===== src/rtl/rc_pkg.sv =====
package rc_pkg;
  localparam int LF_W = 3;

  localparam logic [LF_W-1:0] LF_OPEN   = 3'b000;
  localparam logic [LF_W-1:0] LF_ACTIVE = 3'b001;
  localparam logic [LF_W-1:0] LF_OHT    = 3'b010;
  localparam logic [LF_W-1:0] LF_RING   = 3'b100;

  typedef enum logic [1:0] {
    PH_IDLE  = 2'd0,
    PH_BURST = 2'd1,
    PH_GAP   = 2'd2,
    PH_TRIP  = 2'd3
  } phase_e;
endpackage


===== src/rtl/rc_timer.sv =====
module rc_timer #(
  parameter int TW = 16
) (
  input  logic          clk,
  input  logic          rst_n,
  input  logic          load,
  input  logic [TW-1:0] load_val,
  input  logic          run,
  output logic          expire
);
  logic [TW-1:0] cnt_q, cnt_d;
  logic          zero;

  assign zero   = (cnt_q == '0);
  assign expire = run & zero;

  always_comb begin
    cnt_d = cnt_q;
    if (load)
      cnt_d = load_val;
    else if (run && !zero)
      cnt_d = cnt_q - 1'b1;
  end

  always_ff @(posedge clk or negedge rst_n) begin
    if (!rst_n)
      cnt_q <= '0;
    else
      cnt_q <= cnt_d;
  end

  // without a load and without a tick, the count holds
  assert_hold_no_tick_R7: assert property (@(posedge clk) disable iff (!rst_n)
    (!load && !run) |=> $stable(cnt_q));

  // a running, non-zero count steps down by exactly one
  assert_step_down_R4: assert property (@(posedge clk) disable iff (!rst_n)
    (!load && run && cnt_q != '0) |=> (cnt_q == $past(cnt_q) - 1'b1));
endmodule


===== src/rtl/rc_pend.sv =====
module rc_pend #(
  parameter int N = 2
) (
  input  logic         clk,
  input  logic         rst_n,
  input  logic [N-1:0] set,
  input  logic [N-1:0] clr,
  output logic [N-1:0] pend,
  output logic         irq
);
  logic [N-1:0] pend_d;

  for (genvar i = 0; i < N; i++) begin : g_bit
    always_comb pend_d[i] = set[i] | (pend[i] & ~clr[i]);

    always_ff @(posedge clk or negedge rst_n) begin
      if (!rst_n)
        pend[i] <= 1'b0;
      else
        pend[i] <= pend_d[i];
    end

    // a pending bit rises only after its own set condition
    assert_rise_needs_set_R8: assert property (@(posedge clk) disable iff (!rst_n)
      $rose(pend[i]) |-> $past(set[i]));
  end

  assign irq = |pend;
endmodule


===== src/rtl/rc_seq.sv =====
module rc_seq
  import rc_pkg::*;
#(
  parameter int TW = 16
) (
  input  logic            clk,
  input  logic            rst_n,
  input  logic [LF_W-1:0] lf_cmd,
  input  logic            tick,
  input  logic            ring_trip,
  input  logic            act_run_en,
  input  logic            inact_run_en,
  input  logic [TW-1:0]   act_val,
  input  logic [TW-1:0]   inact_val,
  input  logic            expire,
  output logic            load,
  output logic [TW-1:0]   load_val,
  output logic            run,
  output phase_e          phase,
  output logic [LF_W-1:0] lf_shadow
);
  phase_e          phase_q, phase_d;
  logic [LF_W-1:0] shadow_q, shadow_d;

  always_comb begin
    phase_d  = phase_q;
    shadow_d = shadow_q;
    load     = 1'b0;
    load_val = act_val;
    run      = tick & (((phase_q == PH_BURST) & act_run_en) |
                       ((phase_q == PH_GAP) & inact_run_en));
    if (lf_cmd != LF_RING) begin
      phase_d  = PH_IDLE;
      shadow_d = lf_cmd;
    end else begin
      case (phase_q)
        PH_IDLE: begin
          phase_d  = PH_BURST;
          shadow_d = LF_RING;
          load     = 1'b1;
        end
        PH_BURST: begin
          if (ring_trip) begin
            phase_d  = PH_TRIP;
            shadow_d = LF_ACTIVE;
          end else if (expire) begin
            phase_d  = PH_GAP;
            shadow_d = LF_OHT;
            load     = 1'b1;
            load_val = inact_val;
          end
        end
        PH_GAP: begin
          if (expire) begin
            phase_d  = PH_BURST;
            shadow_d = LF_RING;
            load     = 1'b1;
          end
        end
        default: ;
      endcase
    end
  end

  always_ff @(posedge clk or negedge rst_n) begin
    if (!rst_n) begin
      phase_q  <= PH_IDLE;
      shadow_q <= LF_OPEN;
    end else begin
      phase_q  <= phase_d;
      shadow_q <= shadow_d;
    end
  end

  assign phase     = phase_q;
  assign lf_shadow = shadow_q;

  // a non-ringing command reaches the shadow one clock later
  assert_follow_cmd_R2: assert property (@(posedge clk) disable iff (!rst_n)
    (lf_cmd != LF_RING) |=> (lf_shadow == $past(lf_cmd)));

  // the burst phase always shows ringing in the shadow
  assert_burst_shows_ring_R3: assert property (@(posedge clk) disable iff (!rst_n)
    (phase_q == PH_BURST) |-> (lf_shadow == LF_RING));

  // a trip during a burst lands on forward active
  assert_trip_to_active_R9: assert property (@(posedge clk) disable iff (!rst_n)
    (lf_cmd == LF_RING && phase_q == PH_BURST && ring_trip) |=>
      (lf_shadow == LF_ACTIVE && phase_q == PH_TRIP));
endmodule


===== src/rtl/ring_cadence_ctrl.sv =====
module ring_cadence_ctrl
  import rc_pkg::*;
#(
  parameter int TW = 16,
  localparam int BW = TW / 2
) (
  input  logic          clk,
  input  logic          rst_n,
  input  logic [2:0]    lf_cmd,
  input  logic          tick,
  input  logic [BW-1:0] act_hi,
  input  logic [BW-1:0] act_lo,
  input  logic [BW-1:0] inact_hi,
  input  logic [BW-1:0] inact_lo,
  input  logic          act_run_en,
  input  logic          inact_run_en,
  input  logic          act_irq_en,
  input  logic          inact_irq_en,
  input  logic          act_pend_clr,
  input  logic          inact_pend_clr,
  input  logic          ring_trip,
  output logic [2:0]    lf_shadow,
  output logic          ring_on,
  output logic          act_pend,
  output logic          inact_pend,
  output logic          irq
);
  logic          load, run, expire;
  logic [TW-1:0] load_val;
  phase_e        phase;
  logic [1:0]    pset, pclr, pend;

  rc_seq #(.TW(TW)) u_seq (
    .clk          (clk),
    .rst_n        (rst_n),
    .lf_cmd       (lf_cmd),
    .tick         (tick),
    .ring_trip    (ring_trip),
    .act_run_en   (act_run_en),
    .inact_run_en (inact_run_en),
    .act_val      ({act_hi, act_lo}),
    .inact_val    ({inact_hi, inact_lo}),
    .expire       (expire),
    .load         (load),
    .load_val     (load_val),
    .run          (run),
    .phase        (phase),
    .lf_shadow    (lf_shadow)
  );

  rc_timer #(.TW(TW)) u_timer (
    .clk      (clk),
    .rst_n    (rst_n),
    .load     (load),
    .load_val (load_val),
    .run      (run),
    .expire   (expire)
  );

  assign pset[0] = expire & (phase == PH_BURST) & act_irq_en;
  assign pset[1] = expire & (phase == PH_GAP) & inact_irq_en;
  assign pclr    = {inact_pend_clr, act_pend_clr};

  rc_pend #(.N(2)) u_pend (
    .clk   (clk),
    .rst_n (rst_n),
    .set   (pset),
    .clr   (pclr),
    .pend  (pend),
    .irq   (irq)
  );

  assign act_pend   = pend[0];
  assign inact_pend = pend[1];
  assign ring_on    = (phase == PH_BURST);
endmodule


===== config.mk =====
export PLATFORM = sky130hd
export DESIGN_NAME = ring_cadence_ctrl
export DESIGN_NICKNAME = d
export VERILOG_FILES = /design/src/rtl/rc_pkg.sv /design/src/rtl/rc_timer.sv /design/src/rtl/rc_pend.sv /design/src/rtl/rc_seq.sv /design/src/rtl/ring_cadence_ctrl.sv
export SDC_FILE = /design/constraint.sdc
export NUM_CORES = 1
export LEC_CHECK = 0
export CORE_MARGIN = 5
export CORE_UTILIZATION = 40
export DETAILED_ROUTE_END_ITERATION = 12
export GPL_TIMING_DRIVEN = 0
export PLACE_DENSITY = 0.7
export SLEW_MARGIN = 20
export SYNTH_ARGS = -nofsm -noshare
export SYNTH_HDL_FRONTEND = slang
export SYNTH_SLANG_ARGS = --single-unit

===== constraint.sdc =====
create_clock -name clk -period 2.93 [get_ports clk]
set_clock_uncertainty 0.05 [all_clocks]
set_input_delay 0.586 -clock clk [delete_from_list [all_inputs] [get_ports clk]]
set_output_delay 0.586 -clock clk [all_outputs]
set_load 0.05 [all_outputs]

==> impl_metrics.yaml <==
die:
  die_h_um: 74.7
  initial_utilization_pct: 41.6
  die_w_um: 74.7
  core_um2: 4030
  ios: 52
  std_cell_rows: 23
  die_area_um2: 5580
routing:
  viasPerCell: 5.28
  detail_route.wirelength_um: 3880
  ant_nets: 0
  drc: 0
  wire_per_inst_um: 14.3
  drt_iter0_drc: 81
  via_count: 1436
  drt_pass1_iterations: 4
yosys:
  avgSynthCellArea_um2: 10.0
  synth_compound_area_share_pct: 11.7
  synth-xor-area-share_pct: 5.75
  synth_fa_ha_area_share_pct: 4.48
  synth-warning-count: 0
  synth_area_um2: 1680
  synth_top_cell_by_area: "dfrtp_1"
  synth_top_area_share_pct: 34.4
  synth_edf_count: 0
  synth_top_family_by_area: "simple AND/OR/NAND/NOR gates"
  synth_most_common_cell: "mux2i_1"
  ys_top_cells_by_count: "28 x mux2i_1, 23 x dfrtp_1, 13 x nor2_1"
  synth_nets: 218
  ys.flop_type: "dfrtp_1"
  ys_seq_area_share_pct: 34.4
  syn_inst: 167
  muxShareOfSynthArea_pct: 18.1
  synth-seq-cells: 23
  synth.distinct_cells: 41
  synth-simple-area-share_pct: 22.8
  synth.area.top_cells: "dfrtp_1 34%, mux2i_1 17%, ha_1 4.5%, nor4_4 3.8%, xor2_1 3.7%"
  async_flop_share_pct: 100
worst_setup_path:
  worst_path_max_delay_cell: "nor3b_2"
  setup.worst_path.end_class: "flop"
  critical-path-top-delay-family: "simple AND/OR/NAND/NOR gates"
  required_ns: 3.03
  max_stage_delay_ns: 0.50
  crit_type: "in -> reg"
  cp-start-kind: "primary input"
  cp.buffers_inverters: 2
  crit_fanout: 10
  critical_path_arrival_ns: 2.80
  path_cells: "clkdlybuf4s50_1, nor3b_2, nand2_1, nor3_4, buf_6, mux2i_1, a22oi_1"
clock_network:
  ctsHoldBuffers: 0
  cts_resized: 0
  numCtsBuffers: 3
  cts.clk_slew.worst_paths_ns: 0.08
  cts_sinks: 23
  clock_latency_ns: 0.27
  cts_root_buffer: "clkbuf_8"
  h-tree-depth: 1
  cts_tree: "done"
  cts_setup_buffers: 0
  cts_max_path_buffers: 2
sta:
  rsz0062_at_grt: "false"
  setup_viol: 0
  maxSlewHeadroom_pct: 63.1
  period_share_pct: 92.2
  report.final.slew_viol_count: 0
  fmaxAchievable_ghz: 0.370
  hold_viol_final: 0
  worst_slew_pin_slew_ns: 0.553
  finalCriticalPeriod_ns: 2.70
  fin_hold_ws_ns: 0.249
outcome:
  status: "finished clean"
finish:
  diodes: 0
  layout-drive-gt1-share_pct: 7.66
  finalInstanceArea_um2: 2290
  fin_nets: 274
  area_growth_pct: 36.6
grt:
  first_global_vias: 1490
  antenna_found_initial: 0
  grt_pass1_wl_um: 6670
  track_usage_pct: 15.2
  grt_max_degree: 24
  overflow: 0
place:
  place.gp.congestion: 0.799
  port_buffers: 51
  dpl_cell_area_um2: 2240
  dp.final_hpwl_um: 3030
power:
  p_per_area_nw_per_um2: 395
  power.leakage_nw: 0.859
  vdd_drop_max_uv: 167
job:
  drv_cap: 0
hold_path:
  hold_path_class: "in -> async"
-- where the power goes --
part	leakage, nW	total (mW)	internal (mW)	switching (mW)
combinational	0.561	0.250	0.140	0.110
clock	0.0228	0.200	0.0971	0.103
sequential	0.276	0.455	0.372	0.0825
-- per-layer routing --
layer  track usage, %  share of wire (%)  vias up
met5                0                  0        -
met4             4.94               0.93        0
met3             3.60                7.3        6
met2             24.3                 47       37
met1             20.2                 45      663
li1                 -                  -      730
-- cell usage in the layout (no fill, tap or decap), types with 2 or more instances in the layout --
cell	count
o211ai_1	2
clkbuf_8	3
nor4_4	3
mux2i_1	28
and2_1	2
inv_1	6
buf_2	3
mux2_2	2
xnor2_1	4
clkbuf_1	2
nor4b_1	2
ha_1	6
nand3_1	6
a22oi_1	2
a211oi_1	2
dfrtp_1	23
nand4_1	5
a211o_1	2
nor4_1	2
and4_1	2
nor3b_2	2
nor3_1	3
xor2_1	7
nor2_1	13
a21oi_1	9
nand2_1	10
clkdlybuf4s50_1	50
o21ai_0	6
-- cell families (layout without fill, tap and decap cells) --
family | Yosys count | after routing
and+or+nand+nor | 57 | 57
buffers and inverters | 10 | 65
xor gates and xnor gates | 11 | 11
AOI/OAI and AO/OA | 30 | 30
DFF | 23 | 23
muxes | 30 | 30
adders and majority gates | 6 | 6
-- final timing paths --
check / start / to / slack, ns / depth (start not counted)
worst max-delay path: lf_cmd[0] / u_timer.cnt_q[11]$_DFFE_PN0P_ / 0.23 / 7
worst min-delay path: rst_n / u_pend.pend[0]$_DFF_PN0_ / 0.25 / 1
worst max register to register: u_timer.cnt_q[0]$_DFFE_PN0P_ / u_timer.cnt_q[11]$_DFFE_PN0P_ / 0.39 / 8
worst min register to register: u_seq.lf_shadow[1]$_DFFE_PN0P_ / u_seq.lf_shadow[1]$_DFFE_PN0P_ / 0.47 / 1
max in group asynchronous: rst_n / u_timer.cnt_q[13]$_DFFE_PN0P_ / 2.21 / 1
min in group clk: u_seq.lf_shadow[1]$_DFFE_PN0P_ / u_seq.lf_shadow[1]$_DFFE_PN0P_ / 0.47 / 1
-- stage by stage --
step                      worst slack, ns  util, %  power [mW]  TNS (ns)  cells
after detailed placement          -0.0620     55.7       0.712    -0.517    268
after global routing               0.0206     56.8       0.970         0    272
after CTS                           0.232     56.8       0.920         0    272
final                               0.230     56.8       0.905         0    272
after floorplan                     0.438        -       0.600         0    167
after global placement            -0.0476     55.8       0.707    -0.366    268
-- sequential cells by signal, summed over array words and instances, names as in the netlist --
register	flops
u_seq.lf_shadow	3
u_timer.cnt_q	16
u_seq.phase	2
u_pend.pend	2
-- area by class of cell --
type	instances	area [µm²]
clock buffer	4	45.0
sequential	23	576
buffer	4	25.0
multi-input combinational	134	1050
inverter	6	22.5
timing repair buffer	51	505
tap	50	62.6
fill	384	1740
No activity file was read; power rests on OpenSTA's default activity.
